$ cat src/rtl/spi_ser_pkg.sv
package spi_ser_pkg;

    typedef enum logic [1:0] {
        ST_IDLE  = 2'd0,
        ST_ARMED = 2'd1,
        ST_SHIFT = 2'd2,
        ST_DRAIN = 2'd3
    } ser_state_t;

    // number of active lanes for a lane-width code
    function automatic logic [2:0] lanes_of(input logic [1:0] code);
        unique case (code)
            2'b10:   lanes_of = 3'd2;
            2'b11:   lanes_of = 3'd4;
            default: lanes_of = 3'd1;
        endcase
    endfunction

endpackage

$ cat src/rtl/ser_edge_det.sv
module ser_edge_det (
    input  logic clk,
    input  logic rst_n,
    input  logic sclk_i,
    input  logic cs_n_i,
    output logic sclk_rise_o,
    output logic sclk_fall_o,
    output logic cs_fall_o
);
    logic sclk_q;
    logic cs_n_q;

    always_ff @(posedge clk or negedge rst_n) begin
        if (!rst_n) begin
            sclk_q <= 1'b0;
            cs_n_q <= 1'b1;
        end else begin
            sclk_q <= sclk_i;
            cs_n_q <= cs_n_i;
        end
    end

    assign sclk_rise_o = sclk_i & ~sclk_q;
    assign sclk_fall_o = ~sclk_i & sclk_q;
    assign cs_fall_o   = ~cs_n_i & cs_n_q;

endmodule

$ cat src/rtl/ser_lane_mux.sv
module ser_lane_mux #(
    parameter int LANES = 4
) (
    input  logic             en_i,
    input  logic [2:0]       lane_cnt_i,
    input  logic [LANES-1:0] top_bits_i,
    output logic [LANES-1:0] sdo_o
);
    // with n lanes, lane l shows top bit (LANES - n + l); higher lane = higher bit
    always_comb begin
        sdo_o = '0;
        if (en_i) begin
            for (int l = 0; l < LANES; l++) begin
                if (l < int'(lane_cnt_i)) begin
                    sdo_o[l] = top_bits_i[LANES - int'(lane_cnt_i) + l];
                end
            end
        end
    end

endmodule

$ cat src/rtl/lane_spi_serializer.sv
module lane_spi_serializer
    import spi_ser_pkg::*;
#(
    parameter int WORD_W    = 20,
    parameter int MAX_LANES = 4
) (
    input  logic                 clk,
    input  logic                 rst_n,
    input  logic                 cs_n,
    input  logic                 sclk,
    input  logic                 sdi,
    input  logic [WORD_W-1:0]    result_word,
    input  logic [1:0]           proto_sel,
    input  logic [1:0]           lane_sel,
    output logic [MAX_LANES-1:0] sdo
);
    localparam int CNT_W = $clog2(WORD_W + 1);
    localparam logic [CNT_W-1:0] LIM_DUAL = CNT_W'(WORD_W / 2);
    localparam logic [CNT_W-1:0] LIM_QUAD = CNT_W'(WORD_W / 4);
    localparam logic [CNT_W-1:0] CNT_MAX  = {CNT_W{1'b1}};

    ser_state_t        state_q, state_d;
    logic [WORD_W-1:0] sreg_q;
    logic [CNT_W-1:0]  cnt_q;
    logic              sdi_cap_q;
    logic [1:0]        proto_q;
    logic [1:0]        width_q;

    logic sclk_rise, sclk_fall, cs_fall;
    logic launch_edge, capture_edge;
    logic [2:0] lane_cnt;
    logic [CNT_W-1:0] limit;
    logic multi;

    ser_edge_det u_edge (
        .clk        (clk),
        .rst_n      (rst_n),
        .sclk_i     (sclk),
        .cs_n_i     (cs_n),
        .sclk_rise_o(sclk_rise),
        .sclk_fall_o(sclk_fall),
        .cs_fall_o  (cs_fall)
    );

    // codes 01 and 10 launch on rising edges, 00 and 11 on falling edges
    assign launch_edge  = (proto_q[1] ^ proto_q[0]) ? sclk_rise : sclk_fall;
    assign capture_edge = (proto_q[1] ^ proto_q[0]) ? sclk_fall : sclk_rise;
    assign lane_cnt     = lanes_of(width_q);
    assign multi        = (lane_cnt != 3'd1);

    always_comb begin
        unique case (lane_cnt)
            3'd2:    limit = LIM_DUAL;
            3'd4:    limit = LIM_QUAD;
            default: limit = CNT_MAX;
        endcase
    end

    // next-state logic
    always_comb begin
        state_d = state_q;
        unique case (state_q)
            ST_IDLE:  if (cs_fall) state_d = proto_sel[0] ? ST_ARMED : ST_SHIFT;
            ST_ARMED: if (launch_edge) state_d = ST_SHIFT;
            ST_SHIFT: if (launch_edge && multi && (cnt_q + 1'b1 == limit)) state_d = ST_DRAIN;
            ST_DRAIN: state_d = ST_DRAIN;
        endcase
        if (cs_n) state_d = ST_IDLE;
    end

    // state register
    always_ff @(posedge clk or negedge rst_n) begin
        if (!rst_n) state_q <= ST_IDLE;
        else        state_q <= state_d;
    end

    // shift datapath
    always_ff @(posedge clk or negedge rst_n) begin
        if (!rst_n) begin
            sreg_q    <= '0;
            cnt_q     <= '0;
            sdi_cap_q <= 1'b0;
            proto_q   <= 2'b00;
            width_q   <= 2'b00;
        end else if (cs_n) begin
            cnt_q     <= '0;
            sdi_cap_q <= 1'b0;
        end else if (state_q == ST_IDLE && cs_fall) begin
            sreg_q    <= result_word;
            proto_q   <= proto_sel;
            width_q   <= lane_sel;
            cnt_q     <= '0;
            sdi_cap_q <= 1'b0;
        end else if (state_q == ST_SHIFT) begin
            if (capture_edge) sdi_cap_q <= sdi;
            if (launch_edge) begin
                unique case (lane_cnt)
                    3'd2:    sreg_q <= sreg_q << 2;
                    3'd4:    sreg_q <= sreg_q << 4;
                    default: sreg_q <= {sreg_q[WORD_W-2:0], sdi_cap_q};
                endcase
                if (cnt_q != CNT_MAX) cnt_q <= cnt_q + 1'b1;
            end
        end
    end

    // output process
    ser_lane_mux #(.LANES(MAX_LANES)) u_mux (
        .en_i      (state_q == ST_SHIFT),
        .lane_cnt_i(lane_cnt),
        .top_bits_i(sreg_q[WORD_W-1 -: MAX_LANES]),
        .sdo_o     (sdo)
    );

    AST_RELEASE_QUIET: assert property (@(posedge clk) disable iff (!rst_n) cs_n |=> (sdo == '0));
    AST_EARLY_MSB: assert property (@(posedge clk) disable iff (!rst_n) (cs_fall && !proto_sel[0] && lanes_of(lane_sel) == 3'd1) |=> (sdo[0] == $past(result_word[WORD_W-1])));
    AST_LATE_WAITS: assert property (@(posedge clk) disable iff (!rst_n) (cs_fall && proto_sel[0]) |=> (sdo == '0));
    AST_UPPER_QUIET: assert property (@(posedge clk) disable iff (!rst_n) (state_q != ST_IDLE && lane_cnt == 3'd1) |-> (sdo[MAX_LANES-1:1] == '0));
    AST_CNT_BOUND: assert property (@(posedge clk) disable iff (!rst_n) (state_q == ST_SHIFT && multi) |-> (cnt_q < limit));

endmodule

$ cat config.mk
export PLATFORM = sky130hd
export DESIGN_NAME = lane_spi_serializer
export DESIGN_NICKNAME = d
export VERILOG_FILES = /design/src/rtl/spi_ser_pkg.sv /design/src/rtl/ser_edge_det.sv /design/src/rtl/ser_lane_mux.sv /design/src/rtl/lane_spi_serializer.sv
export SDC_FILE = /design/constraint.sdc
export NUM_CORES = 1
export LEC_CHECK = 0
export ABC_AREA = 1
export BUFFER_PORTS_ARGS = -buffer_cell sky130_fd_sc_hd__buf_2
export CAP_MARGIN = 30
export CELL_PAD_IN_SITES_DETAIL_PLACEMENT = 1
export CELL_PAD_IN_SITES_GLOBAL_PLACEMENT = 1
export CORE_MARGIN = 8
export CORE_UTILIZATION = 41
export DETAILED_ROUTE_END_ITERATION = 7
export MAX_ROUTING_LAYER = met4
export PLACE_DENSITY = 0.87
export SETUP_SLACK_MARGIN = 0.05
export SYNTH_ARGS = -nofsm -noshare
export SYNTH_HDL_FRONTEND = slang
export SYNTH_SLANG_ARGS = --single-unit
$ cat constraint.sdc
create_clock -name clk -period 2.2 [get_ports clk]
set_input_delay 0.44 -clock clk [delete_from_list [all_inputs] [get_ports clk]]
set_output_delay 0.44 -clock clk [all_outputs]
set_load 0.005 [all_outputs]
==> results.py, run 1 <==
metrics = {
    "clock_network": {
        "postCtsHoldBufs": 0,
        "worst_skew_pair_latency_ns": 0.29,
        "clock_sink_count": 34,
        "cts.reportedPaths.clkPinSlew_ns": 0.08,
        "cts_tree": "done",
        "cts_root_buffer": "clkbuf_8",
        "cts_repair_resize_count": 0,
        "clock_tree.htree_level_count": 2,
        "tritoncts.num_buffers": 5,
        "clk_path_buf_depth": 2,
        "postCtsSetupRepairBufs": 0,
    },
    "sta": {
        "max_slew_margin": 0.4700,
        "fin_worst_skew_ns": 0.01035,
        "finalSetupViolCount": 0,
        "fin_crit_sh": 0.9165,
        "whs_ns": 0.2353,
        "unrepaired_setup_endpoints_after_global_routing": "no",
        "finalHoldViolCount": 0,
        "maxSlewViolCount": 0,
        "max_freq_ghz": 0.4960,
        "final_period_minus_worst_setup_slack_ns": 2.016,
        "setup_tns_ns": 0,
        "slew_of_the_pin_with_the_lowest_slew_margin_ns": 0.7950,
    },
    "global_routing": {
        "groute.usage.overall": 0.1785,
        "grt_start_max_net_pins": 35,
        "number_of_global_route_vias_before_repair": 2289,
        "antenna_found_initial": 0,
        "grt_first_pass_wirelength_um": 10780,
        "globalRoute.totalOverflow": 0,
    },
    "worst_setup_path": {
        "timing.critical_path.to_type": "primary output",
        "crit_path_start": "width_q[1]",
        "rr_worst_depth": 10,
        "critical_path_buf_inv_count": 2,
        "timing.rr.start": "cnt_q[0]",
        "endpoint": "sdo[0]",
        "timing.critical_path.slowest_stage_cell": "dfrtp_1",
        "critical-path-top-delay-family": "flip-flops",
        "worstSetupStartpointType": "flip-flop",
        "path_max_fanout": 9,
        "slowest_delay_ns": 0.48,
        "timing.rr.end": "state_q[0]",
        "worst-endpoint-arrival_ns": 1.58,
        "cp.required_ns": 1.76,
        "rrSetupSlack_ns": 0.39,
        "timing.critical_path.depth": 4,
        "path_cells": "nand2_2, inv_1, a221oi_1, buf_2",
        "timing.setup.critical_path_class": "flip-flop to primary output",
    },
    "detailed_routing": {
        "wl_per_cell_um": 15.07,
        "drt-total-wl_um": 6180,
        "length_of_the_first_detailed_routing_pass_in_iterations": 4,
        "route.detailed.drc": 0,
        "vias": 2121,
        "via_density_per_instance": 5.173,
        "detailedRoute.firstIterationViolations": 63,
        "ant_nets": 0,
    },
    "floorplanning": {
        "num_io_pins": 33,
        "die_y_um": 89.18,
        "fp.dieW_um": 89.18,
        "initial_core_util": 0.4272,
        "dieArea_sq_um": 7953,
        "core_area_sq_um": 5140,
        "num_rows": 26,
    },
    "synth": {
        "netlist_area_sq_um": 2196,
        "mapped_cells": 304,
        "seq_area_frac_synth": 0.3880,
        "ys_warn_count": 0,
        "ys_types": 37,
        "postSynthNetCount": 335,
        "avgSynthCellArea_sq_um": 7.223,
        "number_of_storage_elements_in_the_synthesis_netlist": 34,
    },
    "placed_design": {
        "place.gp.congestion": 0.8205,
        "place_area_sq_um": 2424,
        "buffer_ports.inserted": 32,
        "dpl.hpwl_um": 4560,
    },
    "power": {
        "power.share.combinational": 0.508,
        "peak_ir_drop_on_the_vdd_network_v": 0.0004758,
        "p_sw_mw": 1.395,
        "cellLeakagePower_nw": 1.273,
        "p_per_area_nw_per_um2": 1196,
        "pwr-share-seq": 0.328,
        "p_int_mw": 1.613,
        "sw_frac_of_total": 0.4637,
        "p_clk_frac": 0.164,
    },
    "finish": {
        "antenna_cells_inserted": 0,
        "fillCellCount": 714,
        "finish.instance_area_sq_um": 2515,
        "design.final.nets": 370,
        "area_delta_synth_final_pct": 14.53,
        "post_route_cells_drive_above_1_share": 0.2382,
    },
    "job": {
        "cap_violations": 0,
    },
    "run_status": {
        "status": "completed",
    },
    "worst_hold_path": {
        "hold_class": "input pin to async pin",
    },
}
power groups by stage:
stage | sequential [mW] | combinational [mW] | clock [mW]
global route | 1.01 | 1.74 | 0.535
floorplan | 0.940 | 1.16 | 0
global placement | 0.981 | 1.46 | 0
CTS | 0.985 | 1.54 | 0.506
finish | 0.987 | 1.53 | 0.494
detailed placement | 0.994 | 1.52 | 0
layout by cell type, fill, tap and decap left out, drive strengths merged, types with 3 or more instances in the layout:
cell type and instances:
o221ai 3, nand2 104, inv 40, buf 39, o21ai 44, dfrtp 33, nand3 10, clkbuf 7
a21oi 11, nor2 18, o22ai 11
worst min-delay path by stage:
stage,startpoint,end,cells after the start
after detailed placement,sreg_q[8],sreg_q[8],2
after CTS,rst_n,state_q[1],1
final,rst_n,sreg_q[13],1
after floorplan,rst_n,cnt_q[0],0
after global routing,sclk,u_edge.sclk_q,1
after global placement,sreg_q[14],sreg_q[14],2
synthesized netlist by cell type, drive strengths merged:
library cell / n / area, sq um
nand2: 104 / 400.4
o21ai: 44 / 269.0
inv: 40 / 152.7
dfrtp: 33 / 825.8
nor2: 18 / 80.07
a21oi: 11 / 66.32
o22ai: 11 / 68.82
nand3: 10 / 72.57
buf: 8 / 61.31
clkbuf: 3 / 11.26
o221ai: 3 / 26.28
ha: 2 / 25.02
nand4: 2 / 12.51
o21a: 2 / 15.01
or2: 2 / 12.51
a211oi: 1 / 7.510
a21boi: 1 / 7.510
a221oi: 1 / 8.760
and3: 1 / 6.260
clkinv: 1 / 3.750
dfstp: 1 / 26.28
nand3b: 1 / 7.510
nor3: 1 / 5.000
o2111ai: 1 / 8.760
o211ai: 1 / 7.510
o31ai: 1 / 7.510
kinds of logic (layout without fill, tap and decap cells):
| family | count (synthesis) | after routing | synth area share |
|---|---|---|---|
| AO/OA/AOI/OAI | 77 | 77 | 0.2245 |
| flip-flops | 34 | 34 | 0.3880 |
| AND/OR/NAND/NOR | 139 | 139 | 0.2718 |
| adder cells (fa/ha/maj) | 2 | 2 | 0.01139 |
| buffers and inverters | 52 | 88 | 0.1043 |
routing by layer:
layer,up-vias,part of all wire,track usage
met5,-,0,-
met4,0,0.015,0.05740
met3,9,0.028,0.02941
met2,38,0.51,0.2963
met1,1014,0.45,0.2156
li1,1060,-,-
registers in the layout, indices dropped and copies added (netlist names):
name	count
width_q	2
sdi_cap_q	1
sreg_q	20
u_edge.cs_n_q	1
cnt_q	5
u_edge.sclk_q	1
proto_q	2
state_q	2
final cells by class:
| cell class | count | area, sq um | share of cell area |
|---|---|---|---|
| multi-input cells | 218 | 1115 | 0.4433 |
| flip-flops and latches | 34 | 852.1 | 0.3388 |
| repair buffers | 39 | 212.7 | 0.08458 |
| inverters | 41 | 156.4 | 0.06219 |
| well taps | 70 | 87.58 | 0.03483 |
| clock buffers | 7 | 86.33 | 0.03433 |
| clock inverters | 1 | 5.005 | 0.001990 |
per-stage QoR:
| stage | cells | util | setup WS (ns) | power, mW |
|---|---|---|---|---|
| after global placement | 402 | 0.4715 | 0.4436 | 2.437 |
| after floorplan | 304 | - | 0.5129 | 2.104 |
| after global routing | 410 | 0.4893 | 0.06427 | 3.289 |
| final | 410 | 0.4893 | 0.1837 | 3.008 |
| after detailed placement | 402 | 0.4715 | 0.4030 | 2.509 |
| after CTS | 410 | 0.4893 | 0.1898 | 3.028 |
No activity file was read; power rests on OpenSTA's default activity.
==> run 2: changes to the inputs <==
Settings changed: CORE_MARGIN 8 to 2, CORE_UTILIZATION 41 to 30, PLACE_DENSITY 0.87 to 0.69.
==> run 2 against run 1 <==
- hold slack got worse by 0.15 ns
- first-iteration DRC count up 40%
- register-to-register slack hardly changed
- critical path type unchanged
==> results.py, run 2 (synthesis results as in run 1) <==
metrics = {
    "worst_setup_path": {
        "cp.required_ns": 1.76,
        "timing.setup.critical_path_class": "flip-flop to primary output",
        "worst-endpoint-arrival_ns": 1.54,
        "endpoint": "sdo[1]",
        "critical_path_buf_inv_count": 3,
        "timing.rr.end": "state_q[0]",
        "critical-path-top-delay-family": "flip-flops",
        "timing.critical_path.slowest_stage_cell": "dfrtp_2",
        "path_cells": "buf_4, nor2_1, a21oi_1, nand2_1, o2111ai_1, inv_1, buf_2",
        "slowest_delay_ns": 0.49,
        "path_max_fanout": 11,
        "timing.rr.start": "cnt_q[0]",
        "timing.critical_path.to_type": "primary output",
        "crit_path_start": "width_q[1]",
        "rr_worst_depth": 10,
        "timing.critical_path.depth": 7,
        "rrSetupSlack_ns": 0.38,
        "worstSetupStartpointType": "flip-flop",
    },
    "detailed_routing": {
        "route.top_layer_used": "met4",
        "via_density_per_instance": 4.827,
        "drt-total-wl_um": 6003,
        "detailedRoute.firstIterationViolations": 88,
        "wl_per_cell_um": 13.64,
        "length_of_the_first_detailed_routing_pass_in_iterations": 4,
        "wl_met3_um": 180,
        "ant_nets": 0,
        "vias": 2124,
        "wl_met2_um": 2938,
        "route.detailed.drc": 0,
        "met1_routed_wirelength_after_detailed_routing_um": 2802,
    },
    "finish": {
        "fillCellCount": 917,
        "register_containing_the_most_flip_flops_in_the_final_layout": "sreg_q",
        "largest_register_ffs": 20,
        "combined_flip_flop_and_latch_cell_area_sq_um": 853.3,
        "layout_top_registers": "sreg_q x20, cnt_q x5",
        "layout.cells.most_common_list": "100 x nand2_1, 32 x inv_1, 32 x dfrtp_1, 32 x buf_2, 31 x o21ai_0",
        "antenna_cells_inserted": 0,
        "area_delta_synth_final_pct": 16.52,
        "multiInputGateArea_sq_um": 1115,
        "finish.utilization": 0.3566,
        "most_common_cell_after_layout_fill_and_taps_aside": "nand2_1",
        "design.final.nets": 371,
        "post_route_cells_drive_above_1_share": 0.2405,
    },
    "sta": {
        "finalHoldViolCount": 0,
        "fin_worst_skew_ns": 0.006530,
        "fin_crit_sh": 0.8986,
        "setup_tns_ns": 0,
        "postLayoutSetupSlackWorst_ns": 0.2231,
        "final_period_minus_worst_setup_slack_ns": 1.977,
        "finalSetupViolCount": 0,
        "max_freq_ghz": 0.5058,
        "unrepaired_setup_endpoints_after_global_routing": "no",
        "max_slew_margin": 0.7163,
        "maxSlewViolCount": 0,
        "slew_of_the_pin_with_the_lowest_slew_margin_ns": 0.4256,
    },
    "clock_network": {
        "tritoncts.num_buffers": 5,
        "clock_tree.htree_level_count": 2,
        "worst_skew_pair_latency_ns": 0.29,
        "cts_tree": "done",
        "clk_path_buf_depth": 2,
        "cts_root_buffer": "clkbuf_8",
        "postCtsSetupRepairBufs": 0,
        "clock_sink_count": 34,
        "cts.reportedPaths.clkPinSlew_ns": 0.07,
    },
    "power": {
        "p_per_area_nw_per_um2": 1167,
        "post-layout-total-power_mw": 2.985,
        "peak_ir_drop_on_the_vdd_network_v": 0.0004438,
        "cellLeakagePower_nw": 1.274,
    },
    "placed_design": {
        "place.gp.congestion": 0.7971,
        "dpl_worst_slack_ns": 0.3795,
        "dpl.hpwl_um": 4538,
        "buffer_ports.inserted": 32,
    },
    "run_status": {
        "status": "completed",
    },
    "floorplanning": {
        "num_io_pins": 33,
        "initial_core_util": 0.3060,
        "dieArea_sq_um": 8020,
        "num_rows": 31,
        "core_area_sq_um": 7176,
        "die_y_um": 89.56,
        "fp.dieW_um": 89.56,
    },
    "global_routing": {
        "number_of_global_route_vias_before_repair": 2171,
        "globalRoute.totalOverflow": 0,
        "grt_first_pass_wirelength_um": 10330,
        "groute.usage.overall": 0.1728,
        "antenna_found_initial": 0,
        "grt_start_max_net_pins": 33,
    },
    "worst_hold_path": {
        "hold_class": "input pin to async pin",
    },
    "job": {
        "cap_violations": 0,
    },
}
==> run 2: cell types whose count changed in the layout (fill, tap and decap cells not counted), sizes merged <==
| cell | previous run | this run |
|---|---|---|
| clkinv | 2 | 1 |
| clkbuf | 7 | 8 |
| buf | 39 | 40 |
==> run 2: timing repair <==
item,in CTS,in global routing
resized for setup,0,1
endpoints found under the setup margin,0,2
hold buffers,0,0
==> run 2: how the worst min path moves through the flow <==
stage,from,end,slack [ns],cells after the start
6_report,rst_n,proto_q[1],0.08,1
5_1_grt,rst_n,sreg_q[4],0.10,1
4_1_cts,rst_n,proto_q[1],0.1,1
3_5_place_dp,rst_n,cnt_q[2],0.42,1
3_3_place_gp,rst_n,cnt_q[2],0.41,1
2_1_floorplan,rst_n,cnt_q[0],0.14,0
==> run 2: cell type report <==
type | instances | share of cell area
clock buffers | 8 | 0.03521
inverters | 41 | 0.06112
multi-input cells | 218 | 0.4357
repair buffers | 40 | 0.08606
flip-flops and latches | 34 | 0.3335
well taps | 99 | 0.04841
==> run 2: power breakdown <==
part | switching [mW] | internal [mW]
clock | 0.236 | 0.256
combinational | 0.973 | 0.527
sequential | 0.160 | 0.834
total | 1.37 | 1.62
==> run 2: per-layer routing <==
metal  GRT usage  up-vias
met1      0.2142     1030
met5           -        -
met2      0.2914       29
met4     0.04478        0
li1            -     1056
met3     0.02862        9
==> run 2: per-stage QoR <==
stage          cell area, sq um  instances  hold WS [ns]
4_1_cts                    2557        440       0.09852
3_5_place_dp               2467        432        0.4169
2_1_floorplan              2196        304        0.1444
5_1_grt                    2559        440        0.1047
3_3_place_gp               2467        432        0.4129
6_report                   2559        440       0.08286
